$ cat src/rtl/rws_pkg.sv
package rws_pkg;

  typedef enum logic [1:0] {
    REQ_READ  = 2'd0,
    REQ_WRITE = 2'd1,
    REQ_FETCH = 2'd2,
    REQ_RSVD  = 2'd3
  } req_e;

  // Type code written into the cause image
  function automatic logic [1:0] cause_code(input logic [1:0] req);
    logic [1:0] c;
    case (req_e'(req))
      REQ_FETCH: c = 2'd0;
      REQ_WRITE: c = 2'd2;
      default:   c = 2'd1;
    endcase
    return c;
  endfunction

endpackage

$ cat src/rtl/rws_lfsr.sv
module rws_lfsr #(
  parameter int           W    = 16,
  parameter logic [W-1:0] SEED = 16'hCCCC,
  parameter logic [W-1:0] TAPS = 16'h8805
) (
  input  logic         clk,
  input  logic         rst,
  input  logic         adv_i,
  output logic [W-1:0] state_o
);

  logic [W-1:0] state_q;
  logic [W-1:0] masked;
  logic         fb;
  logic [W-1:0] nxt;

  always_comb begin
    masked = state_q & TAPS;
    fb     = 1'b0;
    for (int i = 0; i < W; i++) fb = fb ^ masked[i];
    nxt = {fb, state_q[W-1:1]};
  end

  always_ff @(posedge clk) begin
    if (rst)        state_q <= SEED;
    else if (adv_i) state_q <= nxt;
  end

  assign state_o = state_q;


  lfsr_hold_chk: assert property (@(posedge clk) disable iff (rst)
    !adv_i |=> $stable(state_q));


  lfsr_shift_chk: assert property (@(posedge clk) disable iff (rst)
    adv_i |=> state_q[W-2:0] == $past(state_q[W-1:1]));


  lfsr_nonzero_chk: assert property (@(posedge clk) disable iff (rst)
    state_q != '0);

endmodule

$ cat src/rtl/rws_way_pick.sv
module rws_way_pick #(
  parameter int WAY_W = 2
) (
  input  logic             hit_i,
  input  logic [WAY_W-1:0] hit_way_i,
  input  logic [WAY_W-1:0] rand_way_i,
  output logic [WAY_W-1:0] way_o
);

  always_comb begin
    way_o = hit_i ? hit_way_i : rand_way_i;
  end

endmodule

$ cat src/rtl/rws_fault_regs.sv
module rws_fault_regs #(
  parameter int ADDR_W     = 32,
  parameter int PAGE_SHIFT = 13,
  parameter int IDX_W      = 4,
  parameter int WAY_W      = 2,
  parameter int PID_W      = 8,
  parameter int CODE_LSB   = 8
) (
  input  logic                       clk,
  input  logic                       rst,
  input  logic                       commit_i,
  input  logic [IDX_W-1:0]           idx_i,
  input  logic [WAY_W-1:0]           way_i,
  input  logic [ADDR_W-PAGE_SHIFT-1:0] vpn_i,
  input  logic [1:0]                 code_i,
  input  logic [PID_W-1:0]           pid_i,
  output logic [ADDR_W-1:0]          sel_o,
  output logic [ADDR_W-1:0]          cause_o
);

  localparam int SEL_W = IDX_W + WAY_W;

  logic [ADDR_W-1:0] sel_q;
  logic [ADDR_W-1:0] cause_q;

  always_ff @(posedge clk) begin
    if (rst) begin
      sel_q   <= '0;
      cause_q <= '0;
    end else if (commit_i) begin
      sel_q                          <= '0;
      sel_q[IDX_W-1:0]               <= idx_i;
      sel_q[SEL_W-1:IDX_W]           <= way_i;
      cause_q[ADDR_W-1:PAGE_SHIFT]   <= vpn_i;
      cause_q[CODE_LSB+1:CODE_LSB]   <= code_i;
      cause_q[PID_W-1:0]             <= pid_i;
    end
  end

  assign sel_o   = sel_q;
  assign cause_o = cause_q;


  sel_upper_zero_chk: assert property (@(posedge clk) disable iff (rst)
    sel_q[ADDR_W-1:SEL_W] == '0);


  cause_gap_hold_chk: assert property (@(posedge clk) disable iff (rst)
    $stable(cause_q[PAGE_SHIFT-1:CODE_LSB+2]));


  idle_hold_chk: assert property (@(posedge clk) disable iff (rst)
    !commit_i |=> $stable(sel_q) && $stable(cause_q));

endmodule

$ cat src/rtl/refill_way_sel.sv
module refill_way_sel #(
  parameter int ADDR_W     = 32,
  parameter int PAGE_SHIFT = 13,
  parameter int IDX_W      = 4,
  parameter int WAY_W      = 2,
  parameter int PID_W      = 8,
  parameter int LFSR_W     = 16
) (
  input  logic              clk,
  input  logic              rst,
  input  logic              fault_i,
  input  logic              probe_i,
  input  logic              hit_i,
  input  logic [WAY_W-1:0]  hit_way_i,
  input  logic [ADDR_W-1:0] vaddr_i,
  input  logic [1:0]        req_i,
  input  logic [PID_W-1:0]  pid_i,
  output logic [ADDR_W-1:0] sel_o,
  output logic [ADDR_W-1:0] cause_o
);

  import rws_pkg::*;

  localparam int VPN_W = ADDR_W - PAGE_SHIFT;

  logic              commit;
  logic [LFSR_W-1:0] lfsr_state;
  logic [WAY_W-1:0]  way;
  logic [IDX_W-1:0]  idx;
  logic [VPN_W-1:0]  vpn;
  logic              unused_bits;

  assign commit      = fault_i && !probe_i;
  assign idx         = vaddr_i[PAGE_SHIFT+IDX_W-1:PAGE_SHIFT];
  assign vpn         = vaddr_i[ADDR_W-1:PAGE_SHIFT];
  assign unused_bits = ^vaddr_i[PAGE_SHIFT-1:0] ^ ^lfsr_state[LFSR_W-1:WAY_W];

  rws_lfsr #(
    .W    (LFSR_W),
    .SEED (16'hCCCC),
    .TAPS (16'h8805)
  ) u_lfsr (
    .clk     (clk),
    .rst     (rst),
    .adv_i   (commit),
    .state_o (lfsr_state)
  );

  rws_way_pick #(
    .WAY_W (WAY_W)
  ) u_pick (
    .hit_i      (hit_i),
    .hit_way_i  (hit_way_i),
    .rand_way_i (lfsr_state[WAY_W-1:0]),
    .way_o      (way)
  );

  rws_fault_regs #(
    .ADDR_W     (ADDR_W),
    .PAGE_SHIFT (PAGE_SHIFT),
    .IDX_W      (IDX_W),
    .WAY_W      (WAY_W),
    .PID_W      (PID_W),
    .CODE_LSB   (8)
  ) u_regs (
    .clk      (clk),
    .rst      (rst),
    .commit_i (commit),
    .idx_i    (idx),
    .way_i    (way),
    .vpn_i    (vpn),
    .code_i   (cause_code(req_i)),
    .pid_i    (pid_i),
    .sel_o    (sel_o),
    .cause_o  (cause_o)
  );


  probe_hold_chk: assert property (@(posedge clk) disable iff (rst)
    fault_i && probe_i |=> $stable(sel_o) && $stable(cause_o));


  hit_way_chk: assert property (@(posedge clk) disable iff (rst)
    fault_i && !probe_i && hit_i |=> sel_o[IDX_W+WAY_W-1:IDX_W] == $past(hit_way_i));


  cause_pid_chk: assert property (@(posedge clk) disable iff (rst)
    fault_i && !probe_i |=> cause_o[PID_W-1:0] == $past(pid_i));


  sel_idx_chk: assert property (@(posedge clk) disable iff (rst)
    fault_i && !probe_i |=> sel_o[IDX_W-1:0] == $past(vaddr_i[PAGE_SHIFT+IDX_W-1:PAGE_SHIFT]));

endmodule

$ cat config.mk
export PLATFORM = sky130hd
export DESIGN_NAME = refill_way_sel
export DESIGN_NICKNAME = d
export VERILOG_FILES = /design/src/rtl/rws_pkg.sv /design/src/rtl/rws_lfsr.sv /design/src/rtl/rws_way_pick.sv /design/src/rtl/rws_fault_regs.sv /design/src/rtl/refill_way_sel.sv
export SDC_FILE = /design/constraint.sdc
export NUM_CORES = 1
export LEC_CHECK = 0
export ABC_AREA = 1
export BUFFER_PORTS_ARGS = -buffer_cell sky130_fd_sc_hd__buf_2
export CAP_MARGIN = 20
export CORE_ASPECT_RATIO = 1.2
export CORE_MARGIN = 2
export CORE_UTILIZATION = 30
export CTS_BUF_LIST = sky130_fd_sc_hd__clkbuf_8
export DETAILED_ROUTE_END_ITERATION = 16
export PLACE_DENSITY = 0.56
export SLEW_MARGIN = 40
export SYNTH_ARGS = -nofsm -noshare
export SYNTH_HDL_FRONTEND = slang
export SYNTH_SLANG_ARGS = --single-unit
$ cat constraint.sdc
create_clock -name clk -period 1.1 [get_ports clk]
set_input_delay 0.11 -clock clk [delete_from_list [all_inputs] [get_ports clk]]
set_output_delay 0.11 -clock clk [all_outputs]
set_load 0.01 [all_outputs]
==> metrics.md <==
| Metric | Value |
|---|---|
| Crit end category | `register` |
| CP cell instances | `inv_1 > nand2_1 > nand2_1 > nand2_1 > nand3_1 > nand2_1 > nand3_2` |
| Core area | `0.00645 sq mm` |
| Initial Util | `31.0%` |
| P_leak | `0.00126 uW` |
| R2r setup slk | `140 ps` |
| Routed len/inst | `9.48 um` |
| Total track usage | `10.3%` |
| N_diodes | `0` |
| Die Y | `93.3 um` |
| Hold buffer count at CTS | `0` |
| CTS sink count | `47` |
| Width of the die | `78.5 um` |
| Yosys cell types | `20` |
| Vias in the first global route | `1,360` |
| Worst Path Arrival | `1150 ps` |
| Fin crit share | `87.1%` |
| YS warnings | `0` |
| Max Cap Violations | `0` |
| Most frequent cell on the critical path | `nand2_1` |
| Clk root buf | `clkbuf_8` |
| Worst-Skew Late Latency | `290 ps` |
| CP max-delay cell | `dfxtp_1` |
| Crit Reg-Reg Startpoint | `u_lfsr.state_o[0]` |
| Setup TNS | `0 ps` |
| Worst Hold Path Cells | `3` |
| Worst path max stage delay | `370 ps` |
| Max clock buf depth | `2` |
| DRC Markers | `0` |
| Max Freq | `1040 MHz` |
| Cell count after synthesis | `249` |
| Tmin final | `958 ps` |
| PD cells | `1480 mW/mm^2` |
| Share of cells above drive strength 1 | `28.3%` |
| Drt total wl | `3790 um` |
| Post-Syn Area | `0.00200 sq mm` |
| Vias/cell | `4.19` |
| CTS tree | `built` |
| Total iterations of the first detailed-routing run | `4` |
| Hold Path Class | `in -> reg` |
| Seq/Total Area, Yosys | `47.1%` |
| DRT iter0 DRCs | `46` |
| Hold Path Sink | `u_regs.cause_o[31]` |
| FILL cells | `718` |
| Synthesis-stage register bit count | `47` |
| CTS Buf Count | `5` |
| Final net count | `364` |
| Synth Area per Inst | `8.01 sq um` |
| RR Endpoint | `u_lfsr.state_o[15]` |
| Setup Viol. Count Final | `0` |
| Post_cts resized | `0` |
| Status | `complete, no violations` |
| Top Ports | `113` |
| Crit path max fanout | `3` |
| Antenna violations before repair | `0` |
| Grt ovf | `0` |
| Overall power | `3510 uW` |
| Rows | `32` |
| Gpl congestion | `0.698` |
| Global-route wire length before repair | `6070 um` |
| Die area | `0.00732 sq mm` |
| Unrepaired setup endpoints after global routing | `false` |
| Crit start category | `register` |
| DR vias | `1,674` |
| Htree depth | `2` |
| Largest net degree at the start of global routing | `48` |
| R2R depth | `7` |
| Max VDD drop | `0.614 mV` |
| Commonest non-fill, non-tap cells in the layout | `70 x nor2_1, 70 x buf_2, 47 x dfxtp_1` |
| Post-route ant nets | `0` |
| Area Overhead vs Synth | `19.0%` |
| Final HPWL DP | `2620 um` |
| Worst Skew | `2.92 ps` |
| Final hold violation count | `0` |
| Hold Path Origin | `vaddr_i[31]` |
| Clock Pin Slew Worst Setup and Hold Paths | `90 ps` |
| Crit path required time | `1290 ps` |
| Fin. max-slew vios | `0` |
| Worst Setup Path Type | `reg -> reg` |
| IO Port Bufs | `70` |
| Setup Buffers After CTS | `0` |
how the worst max path moves through the flow:
stage / startpoint / to / slack [ps] / cells after the start
after global routing: u_lfsr.state_o[0] / u_lfsr.state_o[15] / 40 / 7
after floorplan: u_lfsr.state_o[0] / u_lfsr.state_o[15] / 250 / 7
final: u_lfsr.state_o[0] / u_lfsr.state_o[15] / 140 / 7
after CTS: u_lfsr.state_o[0] / u_lfsr.state_o[15] / 130 / 7
after global placement: probe_i / u_lfsr.state_o[0] / 160 / 6
after detailed placement: probe_i / u_lfsr.state_o[0] / 140 / 6
worst max-delay path: cells and delay by family, from the launching register on:
kind / cells / cell delay, ps
buffers and inverters: 1 / 60
DFF: 1 / 370
and+or+nand+nor: 6 / 410
stage by stage:
| step | std cells | cell area [sq um] | util [%] | setup WS (ps) | hold WS (ps) |
|---|---|---|---|---|---|
| 6_report | 400 | 2370 | 36.8 | 142 | 32.4 |
| 5_1_grt | 400 | 2370 | 36.8 | 42.4 | 28.4 |
| 4_1_cts | 400 | 2370 | 36.8 | 132 | 20.8 |
| 3_5_place_dp | 392 | 2270 | 35.2 | 137 | 340 |
| 3_3_place_gp | 392 | 2270 | 35.2 | 160 | 332 |
| 2_1_floorplan | 277 | 2100 | - | 253 | 245 |
area by class of cell:
cell class | count | area [sq um] | area share (%)
multi-input combinational | 174 | 762 | 32.1
clock inverter | 1 | 7.51 | 0.316
timing repair buffer | 77 | 428 | 18.0
sequential | 47 | 941 | 39.6
clock buffer | 7 | 96.3 | 4.06
tap | 85 | 106 | 4.48
inverter | 9 | 33.8 | 1.42
Yosys cell counts, drive strengths merged:
library cell  instances  area [sq um]
nor2                 71           274
dfxtp                47           941
buf                  46           360
o21ai                39           195
nand2                17          63.8
inv                   9          33.8
a21oi                 6          30.0
nand3                 6          35.0
o211ai                4          30.0
clkbuf                1          3.75
conb                  1          3.75
ha                    1          12.5
nand4                 1          12.5
cells by family after synthesis:
group	count (synthesis)	share of synthesized area, %
and+or+nand+nor	95	19.3
buffers and inverters	56	19.9
AOI/OAI and AO/OA	49	12.8
DFF	47	47.1
adders and majority gates	1	0.627
other	1	0.188
metal layers:
layer / share of wire, % / GRT usage [%] / routed length, um
met3: 6.5 / 2.70 / 247
met4: 1.5 / 4.39 / 57
met2: 49 / 17.7 / 1840
met1: 43 / 12.1 / 1650
met5: 0 / 0 / 0
registers in the layout, summed over array words and instances (netlist names):
| name | cells |
|---|---|
| u_regs.cause_o | 29 |
| u_lfsr.state_o | 16 |
| u_regs.sel_o | 2 |
power by group:
part           switching [uW]  internal [uW]
clock network             580            572
registers                53.4           1810
logic                     290            198
total                     923           2590
No activity file was read; power rests on OpenSTA's default activity.
